[src/rtl/dtmf_cls_pkg.sv]
package dtmf_cls_pkg;

    localparam int NUM_GROUPS      = 2;
    localparam int TONES_PER_GROUP = 4;
    localparam int BIN_W           = $clog2(TONES_PER_GROUP);
    localparam int CODE_W          = 4;

    // tolerance bands in parts per thousand, plus an absolute slack for accept
    localparam int ACC_PERMILLE = 15;
    localparam int ACC_SLACK_HZ = 2;
    localparam int REJ_PERMILLE = 35;

    typedef enum logic [1:0] {
        VD_MISS = 2'd0,
        VD_NEAR = 2'd1,
        VD_HIT  = 2'd2
    } verdict_kind_e;

    typedef struct packed {
        verdict_kind_e         kind;
        logic [BIN_W-1:0]      bin;
    } verdict_t;

    function automatic int tone_hz(input int grp, input int idx);
        if (grp == 0) begin
            case (idx)
                0:       return 697;
                1:       return 770;
                2:       return 852;
                default: return 941;
            endcase
        end
        case (idx)
            0:       return 1209;
            1:       return 1336;
            2:       return 1477;
            default: return 1633;
        endcase
    endfunction

    function automatic longint div_up(input longint num, input longint den);
        return (num + den - 1) / den;
    endfunction

    // shortest period still accepted (highest accepted frequency)
    function automatic int acc_min_cycles(input int ref_hz, input int hz);
        return int'(div_up(longint'(ref_hz) * 1000,
                           longint'(hz) * (1000 + ACC_PERMILLE) + ACC_SLACK_HZ * 1000));
    endfunction

    // longest period still accepted (lowest accepted frequency)
    function automatic int acc_max_cycles(input int ref_hz, input int hz);
        return int'((longint'(ref_hz) * 1000) /
                    (longint'(hz) * (1000 - ACC_PERMILLE) - ACC_SLACK_HZ * 1000));
    endfunction

    // periods at or below this value are rejected
    function automatic int rej_lo_cycles(input int ref_hz, input int hz);
        return int'((longint'(ref_hz) * 1000) / (longint'(hz) * (1000 + REJ_PERMILLE)));
    endfunction

    // periods at or above this value are rejected
    function automatic int rej_hi_cycles(input int ref_hz, input int hz);
        return int'(div_up(longint'(ref_hz) * 1000, longint'(hz) * (1000 - REJ_PERMILLE)));
    endfunction

    function automatic int stale_cycles(input int ref_hz);
        return (rej_hi_cycles(ref_hz, tone_hz(0, 0)) * 5) / 4 + 1;
    endfunction

    function automatic logic [CODE_W-1:0] key_code_of(input logic [BIN_W-1:0] row,
                                                      input logic [BIN_W-1:0] col);
        int r;
        int c;
        r = int'(row);
        c = int'(col);
        if (c == 3) return CODE_W'(13 + r);
        if (r == 3) begin
            case (c)
                0:       return CODE_W'(11);
                1:       return CODE_W'(10);
                default: return CODE_W'(12);
            endcase
        end
        return CODE_W'(r * 3 + c + 1);
    endfunction

endpackage

[src/rtl/tone_period_meter.sv]
module tone_period_meter #(
    parameter int PER_W = 13,
    parameter int STALE = 6653
) (
    input  logic             clk,
    input  logic             rst,
    input  logic             tone,
    output logic             meas_stb,
    output logic [PER_W-1:0] meas_per,
    output logic             stale
);
    localparam logic [PER_W-1:0] STALE_V = PER_W'(STALE);

    logic             tone_q;
    logic             armed_q;
    logic [PER_W-1:0] cnt_q;
    logic             rise;

    assign rise     = tone && !tone_q;
    assign meas_stb = rise && armed_q;
    assign meas_per = cnt_q;
    assign stale    = (cnt_q == STALE_V);

    always_ff @(posedge clk) begin
        if (rst) begin
            tone_q  <= 1'b0;
            armed_q <= 1'b0;
            cnt_q   <= '0;
        end else begin
            tone_q <= tone;
            if (rise) begin
                armed_q <= 1'b1;
                cnt_q   <= PER_W'(1);
            end else if (cnt_q != STALE_V) begin
                cnt_q <= cnt_q + PER_W'(1);
            end else begin
                armed_q <= 1'b0;
            end
        end
    end
endmodule

[src/rtl/tone_bin_classifier.sv]
module tone_bin_classifier
    import dtmf_cls_pkg::*;
#(
    parameter int REF_HZ = 3579545,
    parameter int GROUP  = 0,
    parameter int PER_W  = 13
) (
    input  logic [PER_W-1:0] per,
    output verdict_t         verdict
);
    logic [31:0]                per_ext;
    logic [TONES_PER_GROUP-1:0] hit;
    logic [TONES_PER_GROUP-1:0] near;

    assign per_ext = 32'(per);

    for (genvar b = 0; b < TONES_PER_GROUP; b++) begin : g_bin
        localparam int HZ = tone_hz(GROUP, b);
        localparam logic [31:0] AMIN = 32'(acc_min_cycles(REF_HZ, HZ));
        localparam logic [31:0] AMAX = 32'(acc_max_cycles(REF_HZ, HZ));
        localparam logic [31:0] RLO  = 32'(rej_lo_cycles(REF_HZ, HZ));
        localparam logic [31:0] RHI  = 32'(rej_hi_cycles(REF_HZ, HZ));
        assign hit[b]  = (per_ext >= AMIN) && (per_ext <= AMAX);
        assign near[b] = (per_ext > RLO) && (per_ext < RHI);
    end

    always_comb begin
        verdict.kind = VD_MISS;
        verdict.bin  = '0;
        for (int b = 0; b < TONES_PER_GROUP; b++) begin
            if (near[b]) begin
                verdict.kind = VD_NEAR;
                verdict.bin  = BIN_W'(b);
            end
        end
        for (int b = 0; b < TONES_PER_GROUP; b++) begin
            if (hit[b]) begin
                verdict.kind = VD_HIT;
                verdict.bin  = BIN_W'(b);
            end
        end
    end
endmodule

[src/rtl/tone_run_validator.sv]
module tone_run_validator
    import dtmf_cls_pkg::*;
#(
    parameter int RUN_LEN = 3
) (
    input  logic             clk,
    input  logic             rst,
    input  logic             meas_stb,
    input  verdict_t         verdict,
    input  logic             stale,
    output logic             tone_ok,
    output logic [BIN_W-1:0] tone_bin
);
    localparam int RUN_W = $clog2(RUN_LEN + 1);
    localparam logic [RUN_W-1:0] RUN_MAX = RUN_W'(RUN_LEN);

    logic [RUN_W-1:0] run_q;
    logic [RUN_W-1:0] run_inc;
    logic [BIN_W-1:0] cand_q;
    logic             ok_q;
    logic             same;

    assign same     = (run_q != '0) && (verdict.bin == cand_q);
    assign run_inc  = (run_q == RUN_MAX) ? RUN_MAX : run_q + RUN_W'(1);
    assign tone_ok  = ok_q;
    assign tone_bin = cand_q;

    always_ff @(posedge clk) begin
        if (rst) begin
            run_q  <= '0;
            cand_q <= '0;
            ok_q   <= 1'b0;
        end else if (stale) begin
            run_q <= '0;
            ok_q  <= 1'b0;
        end else if (meas_stb) begin
            case (verdict.kind)
                VD_HIT: begin
                    if (same) begin
                        run_q <= run_inc;
                        ok_q  <= (run_inc == RUN_MAX);
                    end else begin
                        cand_q <= verdict.bin;
                        run_q  <= RUN_W'(1);
                        ok_q   <= (RUN_LEN == 1);
                    end
                end
                VD_NEAR: begin
                    run_q <= run_q;
                end
                default: begin
                    run_q <= '0;
                    ok_q  <= 1'b0;
                end
            endcase
        end
    end
endmodule

[src/rtl/dtmf_pair_classifier.sv]
module dtmf_pair_classifier
    import dtmf_cls_pkg::*;
#(
    parameter int REF_HZ  = 3579545,
    parameter int RUN_LEN = 3
) (
    input  logic              clk,
    input  logic              rst,
    input  logic              lo_tone,
    input  logic              hi_tone,
    input  logic              inhibit_col4,
    output logic              sig_cond,
    output logic [CODE_W-1:0] key_code
);
    localparam int STALE = stale_cycles(REF_HZ);
    localparam int PER_W = $clog2(STALE + 2);

    logic [NUM_GROUPS-1:0]            tone_in;
    logic [NUM_GROUPS-1:0]            grp_valid;
    logic [NUM_GROUPS-1:0][BIN_W-1:0] grp_bin;
    logic                             hi_ok;
    logic                             pair_ok;
    logic                             flag_q;
    logic [CODE_W-1:0]                code_q;

    assign tone_in = {hi_tone, lo_tone};

    for (genvar g = 0; g < NUM_GROUPS; g++) begin : g_grp
        logic             stb;
        logic [PER_W-1:0] per;
        logic             stale;
        verdict_t         vd;

        tone_period_meter #(.PER_W(PER_W), .STALE(STALE)) u_meter (
            .clk      (clk),
            .rst      (rst),
            .tone     (tone_in[g]),
            .meas_stb (stb),
            .meas_per (per),
            .stale    (stale)
        );

        tone_bin_classifier #(.REF_HZ(REF_HZ), .GROUP(g), .PER_W(PER_W)) u_class (
            .per     (per),
            .verdict (vd)
        );

        tone_run_validator #(.RUN_LEN(RUN_LEN)) u_valid (
            .clk      (clk),
            .rst      (rst),
            .meas_stb (stb),
            .verdict  (vd),
            .stale    (stale),
            .tone_ok  (grp_valid[g]),
            .tone_bin (grp_bin[g])
        );
    end

    assign hi_ok   = grp_valid[1] && !(inhibit_col4 && grp_bin[1] == BIN_W'(3));
    assign pair_ok = grp_valid[0] && hi_ok;

    always_ff @(posedge clk) begin
        if (rst) begin
            flag_q <= 1'b0;
            code_q <= '0;
        end else begin
            flag_q <= pair_ok;
            code_q <= pair_ok ? key_code_of(grp_bin[0], grp_bin[1]) : '0;
        end
    end

    assign sig_cond = flag_q;
    assign key_code = code_q;
endmodule

[config.mk]
export PLATFORM = sky130hd
export DESIGN_NAME = dtmf_pair_classifier
export DESIGN_NICKNAME = d
export VERILOG_FILES = /design/src/rtl/dtmf_cls_pkg.sv /design/src/rtl/tone_period_meter.sv /design/src/rtl/tone_bin_classifier.sv /design/src/rtl/tone_run_validator.sv /design/src/rtl/dtmf_pair_classifier.sv
export SDC_FILE = /design/constraint.sdc
export NUM_CORES = 1
export LEC_CHECK = 0
export CAP_MARGIN = 40
export CORE_MARGIN = 3
export CORE_UTILIZATION = 64
export DETAILED_ROUTE_END_ITERATION = 7
export DONT_BUFFER_PORTS = 1
export PLACE_DENSITY = 0.8
export SLEW_MARGIN = 15
export SYNTH_ARGS = -nofsm -noshare
export SYNTH_HDL_FRONTEND = slang
export SYNTH_SLANG_ARGS = --single-unit
[constraint.sdc]
create_clock -name clk -period 3.17 [get_ports clk]
set_clock_uncertainty 0.2 [all_clocks]
set_input_delay 0.317 -clock clk [delete_from_list [all_inputs] [get_ports clk]]
set_output_delay 0.317 -clock clk [all_outputs]
set_load 0.01 [all_outputs]
After elaboration in Yosys (flattened, before gate mapping). Index checks and enable logic that the tools add are counted.

Output and inout port bits: 5. Input port bits: 5. Bits in registers: 45. Word-level logic and storage cells: 169.

Bitwise operators: 7. Reduce and logical (&&, ||, !) cells: 42. $lt $le $gt $ge: 32. Multiply operators: 1. Mux-type cells: 44. Eq/ne operators: 20. $add $sub $neg: 7.

Operator list (number): $gt A13 B12 Y1 const B (6); $ge A13 B12 Y1 const B (5); $le A13 B12 Y1 const B (5); $lt A13 B12 Y1 const B (5); $mux W4 (12); $ge A13 B13 Y1 const B (3); $le A13 B13 Y1 const B (3); $lt A13 B13 Y1 const B (3); $add A13 B1 Y13 const B (2); $eq A13 B13 Y1 const B (2); $gt A13 B13 Y1 const B (2); $ne A13 B13 Y1 const B (2); $logic_and A1 B1 Y1 (25); $mux W3 (8); $mux W1 (15); $eq A2 B2 Y1 const B (7); $eq A2 B1 Y1 const B (5); $reduce_or A2 Y1 (5); $mux W2 (4); $pmux W2 S2 (2); $reduce_and A4 Y1 (2); $reduce_bool A2 Y1 (4); $not A1 Y1 (7); $pmux W3 S2 (1); 11 further kinds (18).

Logic depth before layout (Yosys ltp).
Depth after elaboration: 14. Gate-level depth with buffers: 11. Gate-level depth less buffers: 9.

Hierarchy. Synthesis repeated with hierarchy kept, for this count alone.

Cell total of the unflattened synthesis: 435. Area total of the unflattened synthesis: 3477.1 sq um.

By module, submodules not included: tone_period_meter (cells an instance 83, sequential area each 300.3 sq um, times used 2, area each 733.2 sq um); tone_bin_classifier at g_grp[1].u_class (cells an instance 91, sequential area each 0.0 sq um, times used 1, area each 601.8 sq um); tone_bin_classifier at g_grp[0].u_class (cells an instance 90, sequential area each 0.0 sq um, times used 1, area each 575.6 sq um); tone_run_validator (cells an instance 28, sequential area each 100.1 sq um, times used 2, area each 259.0 sq um); dtmf_pair_classifier (cells an instance 32, sequential area each 100.1 sq um, times used 1, area each 315.3 sq um).

Worst setup path after synthesis. OpenSTA, ideal clock, no wires.

Kind: register to register. From: reg g_grp[1].u_meter.cnt_q[1]. To: reg g_grp[1].u_valid.ok_q. Buffers on the path: 1. Slack: 0.640 ns. Arrival time: 2.260 ns. Period minus slack after synthesis: 2.530 ns. Setup time: 0.070 ns. Data required time: 2.900 ns. Cell stages (with the launch flop): 11. Path through: dfxtp_1 buf_2 inv_1 ha_1 inv_1 o41a_1 o2111a_1 or3_1 a221oi_2 nand4_1 a21oi_1.

Longest elaborated chain between the ends: 13. Elaborated cells on any way between the ends: 42. Classes of those cells: 16 x order compare; 4 x eq/ne; 10 x mux; 1 x bitwise; 11 x reduce/logical.

RTL lines: start: declaration (RTL line tone_period_meter.sv:16) `logic [PER_W-1:0] cnt_q;`; start signal: assignment (RTL line tone_period_meter.sv:35) `cnt_q <= cnt_q + PER_W'(1);`; $gt A13 B12 Y1 / $lt A13 B12 Y1 (equally long branches) (RTL line tone_bin_classifier.sv:24) `assign near[b] = (per_ext > RLO) && (per_ext < RHI);`; $logic_and A1 B1 Y1 (RTL line tone_bin_classifier.sv:24); $mux W3 (3 in a row) (RTL line tone_bin_classifier.sv:31) `if (near[b]) begin`; $mux W4 / $mux W3 (equally long branches) (RTL line tone_bin_classifier.sv:37, tone_bin_classifier.sv:31); $mux W4 (3 in a row) (RTL line tone_bin_classifier.sv:37) `if (hit[b]) begin`; $eq A2 B2 Y1 / $mux W4 (equally long branches) (RTL line tone_run_validator.sv:23, tone_bin_classifier.sv:37); $logic_and A1 B1 Y1 / $eq A2 B1 Y1 (equally long branches) (RTL line tone_run_validator.sv:23, tone_run_validator.sv:37); $mux W1 / $not A1 Y1 (equally long branches); $pmux W1 S2 / $reduce_and A2 Y1 (equally long branches); end signal: assignment (RTL line tone_run_validator.sv:41) `ok_q <= (run_inc == RUN_MAX);`; end signal: assignment (RTL line tone_run_validator.sv:45) `ok_q <= (RUN_LEN == 1);`; end: declaration (RTL line tone_run_validator.sv:20) `logic ok_q;`.

Parallel ways exist; a longest one is shown, timed or not. A chain may end at the register's enable or synchronous reset.

Final worst setup path.
From: reg g_grp[0].u_meter.cnt_q[1]. To: reg g_grp[0].u_valid.run_q[1].

Longest elaborated chain between the ends: 13. Elaborated cells on any way between the ends: 42. Classes of those cells: 16 x order compare; 4 x eq/ne; 10 x mux; 1 x bitwise; 11 x reduce/logical.

RTL lines: start: declaration (RTL line tone_period_meter.sv:16); start signal: assignment (RTL line tone_period_meter.sv:35); $gt A13 B13 Y1 / $lt A13 B13 Y1 (equally long branches) (RTL line tone_bin_classifier.sv:24); $logic_and A1 B1 Y1 (RTL line tone_bin_classifier.sv:24); $mux W3 (3 in a row) (RTL line tone_bin_classifier.sv:31); $mux W4 / $mux W3 (equally long branches) (RTL line tone_bin_classifier.sv:37, tone_bin_classifier.sv:31); $mux W4 (3 in a row) (RTL line tone_bin_classifier.sv:37); $eq A2 B2 Y1 / $mux W4 (equally long branches) (RTL line tone_run_validator.sv:23, tone_bin_classifier.sv:37); $logic_and A1 B1 Y1 / $eq A2 B1 Y1 (equally long branches) (RTL line tone_run_validator.sv:23, tone_run_validator.sv:37); $mux W2 / $not A1 Y1 (equally long branches); $pmux W2 S2 / $reduce_and A2 Y1 (equally long branches); end signal: assignment (RTL line tone_run_validator.sv:40) `run_q <= run_inc;`; end signal: assignment (RTL line tone_run_validator.sv:49) `run_q <= run_q;`; end: declaration (RTL line tone_run_validator.sv:17) `logic [RUN_W-1:0] run_q;`.

Parallel ways exist; a longest one is shown, timed or not.

==> flow_summary.yaml <==
clock_tree:
  path_clk_slew_ns: 0.09
  clk_latency_ns: 0.30
  postCtsSetupBuffers: 0
  htree_levels: 2
  clockBufferDepth: 2
  numCtsBuffers: 5
  root_buffer: "clkbuf_8"
  clock-sinks: 45
  cts_tree: "done"
floorplan:
  die_y_um: 79.1
  core_area_um2: 4940
  rows: 25
  io_pins: 10
  dieArea_um2: 6260
  start_util_pct: 69.2
  dieWidth_um: 79.1
synth:
  synth.distinct_cells: 72
  synth_nets: 466
  netlist_area_um2: 3420
  ys_ff_latch: 45
  synth_edf_count: 0
  avgSynthCellArea_um2: 7.60
  yosysWarnings: 0
  synthFlopType: "dfxtp_1"
  synth_cells: 450
  ys_seq_area_share_pct: 26.3
  async_reset_ff_share_pct: 0
timing:
  drv_slew: 0
  tns_ns: 0
  rsz0062_at_grt: "false"
  slew_headroom_pct: 58.5
  period_needed_ns: 2.74
  setup_viol: 0
  fin_crit_sh_pct: 86.5
  max_freq_mhz: 365
  worst_pin_slew_ns: 0.622
  setup_ws_ns: 0.427
  hold_viol_final: 0
  whs_ns: 0.0286
critical_path:
  cp.required_ns: 3.22
  critPathBufInv: 0
  max_stage_delay_ns: 0.59
  cp_slowest_cell: "or4b_2"
  critPathTopFamily: "compound AO/OA/AOI/OAI gates"
  crit_path_start_kind: "register"
  critPathKind: "reg2reg"
  cp.arrival_ns: 2.79
  crit_path_max_fanout: 8
  critPathCaptureType: "register"
  crit_chain: "ha_1, or4b_2, nor3_1, o221ai_1, a21oi_1, o21ai_0, a211oi_1, o22a_1"
place:
  dp_worst_setup_slack_ns: 0.474
  dpl_cell_area_um2: 3420
  port_buffers: 0
  place_congestion: 1.01
  hpwl_um: 6150
cells_and_area:
  syn_to_final_growth_pct: 4.35
  fin_nets: 451
  final_area_um2: 3570
  drive_above_1_share_pct: 8.72
  regArea_um2: 901
  nFillCells: 435
  diodes: 0
  multi_input_area_um2: 2280
routing:
  first_iter_violations: 319
  viasPerCell: 6.85
  wl_per_cell_um: 16.8
  via_count: 3445
  dr.pass1.iters: 6
  post-route-drc-count: 0
  ant_nets: 0
  wl_um: 8460
global_route:
  grt_pass1_wl_um: 14800
  overflow: 0
  grt_max_degree: 20
  antenna_found_initial: 0
  grt_pass1_vias: 3169
  grt_use_total_pct: 28.7
min_path:
  holdCritPathClass: "in2reg"
power_and_ir_drop:
  power_uw: 1100
  vdd_ir_drop_max_v: 0.000196
  p_leak_uw: 0.00124
  power_density_nw_per_um2: 307
job:
  cap_viol_max_count: 0
status:
  outcome: "finished clean"
==> final timing paths <==
path	depth (start not counted)	endpoint	start	slack, ns
max	8	g_grp[0].u_valid.run_q[1]	g_grp[0].u_meter.meas_per[1]	0.43
min	2	g_grp[0].u_meter.meas_per[0]	lo_tone	0.03
max reg2reg	8	g_grp[0].u_valid.run_q[1]	g_grp[0].u_meter.meas_per[1]	0.43
min reg2reg	1	g_grp[0].u_valid.run_q[0]	g_grp[0].u_valid.run_q[0]	0.28
==> layout make-up <==
cell class                      instances  share of cell area [%]
Timing Repair Buffer                   16                    3.57
Tap cell                               67                    2.35
Clock buffer                            5                    1.93
Multi-Input combinational cell        350                    63.8
Inverter                               17                    1.79
Sequential cell                        45                    25.2
Clock inverter                          3                    1.33
==> power breakdown <==
group / switching, uW / internal (uW) / total (uW) / leakage (uW)
clock network: 210 / 241 / 450 / 0.0000591
registers: 12.0 / 573 / 585 / 0.000365
logic: 36.7 / 23.9 / 60.6 / 0.000816
total: 258 / 837 / 1100 / 0.00124
==> timing repair <==
item,4_1_cts,5_1_grt
hold buffers,3,0
gates resized for setup,0,0
hold endpoints to repair,10,0
==> metal layers <==
layer  track usage, %  vias up  wire [um]
met5                0        -          0
met4             12.7        0        306
met3             5.33       31        629
met2             47.2      197       3960
met1             36.6     1572       3570
li1                 -     1645          -
==> layout by cell type (no fill, tap or decap), types with 5 or more instances in the layout <==
cell type  synthesis  routed
a211oi_1          10      10
a21oi_1           28      28
a311oi_1           5       5
a31oi_1            6       6
buf_4              0      13
clkbuf_8           0       5
dfxtp_1           45      45
ha_1               9       9
inv_1             17      17
nand2_1           30      30
nand2b_1           8       8
nand3_1           23      23
nand4_1            9       9
nor2_1            56      56
nor2b_1            6       6
nor3_1             7       7
nor4_1             9       9
o211a_1            5       5
o211ai_1           9       9
o21ai_0           17      17
o311ai_0           5       5
or3_1              6       6
xnor2_1           13      13
xor2_1             8       8
==> sequential cells by signal (all words and copies together) (netlist names) <==
name	cells
g_grp.u_meter.meas_per	26
g_grp.u_valid.tone_bin	4
g_grp.u_valid.tone_ok	2
sig_cond	1
g_grp.u_meter.tone_q	2
g_grp.u_meter.armed_q	2
g_grp.u_valid.run_q	4
key_code	4
==> worst reg2reg max path: cells and delay by family, from the launching register on <==
kind | cells | cell delay (ns)
DFF | 1 | 0.48
AOI/OAI and AO/OA | 5 | 0.97
adders and majority gates | 1 | 0.28
and+or+nand+nor | 2 | 0.76
==> stage by stage <==
step           std cells  util (%)
2_1_floorplan        450         -
3_3_place_gp         492      69.3
3_5_place_dp         492      69.3
4_1_cts              503      72.3
5_1_grt              503      72.3
6_report             503      72.3
==> cells in the mapped netlist (all sizes together), types with 7 or more instances <==
| cell type | n | area, um^2 |
|---|---|---|
| nor2 | 56 | 210 |
| nor4 | 9 | 56.3 |
| nand2 | 30 | 113 |
| a211oi | 10 | 75.1 |
| o211ai | 9 | 67.6 |
| nand2b | 8 | 50.1 |
| nor3 | 7 | 35.0 |
| dfxtp | 45 | 901 |
| ha | 9 | 113 |
| buf | 16 | 96.3 |
| xnor2 | 13 | 114 |
| a21oi | 28 | 140 |
| xor2 | 8 | 70.1 |
| clkbuf | 22 | 82.6 |
| inv | 17 | 63.8 |
| o21ai | 18 | 90.1 |
| nand3 | 23 | 115 |
| nand4 | 9 | 56.3 |
==> logic make-up after synthesis <==
family / count (synthesis) / synth area share, %
AOI/OAI and AO/OA: 131 / 28.0
and+or+nand+nor: 187 / 28.7
adders and majority gates: 11 / 4.46
DFF: 45 / 26.3
buffers and inverters: 55 / 7.09
xor gates and xnor gates: 21 / 5.37
Note: power is estimated with default switching activity, not from simulation.
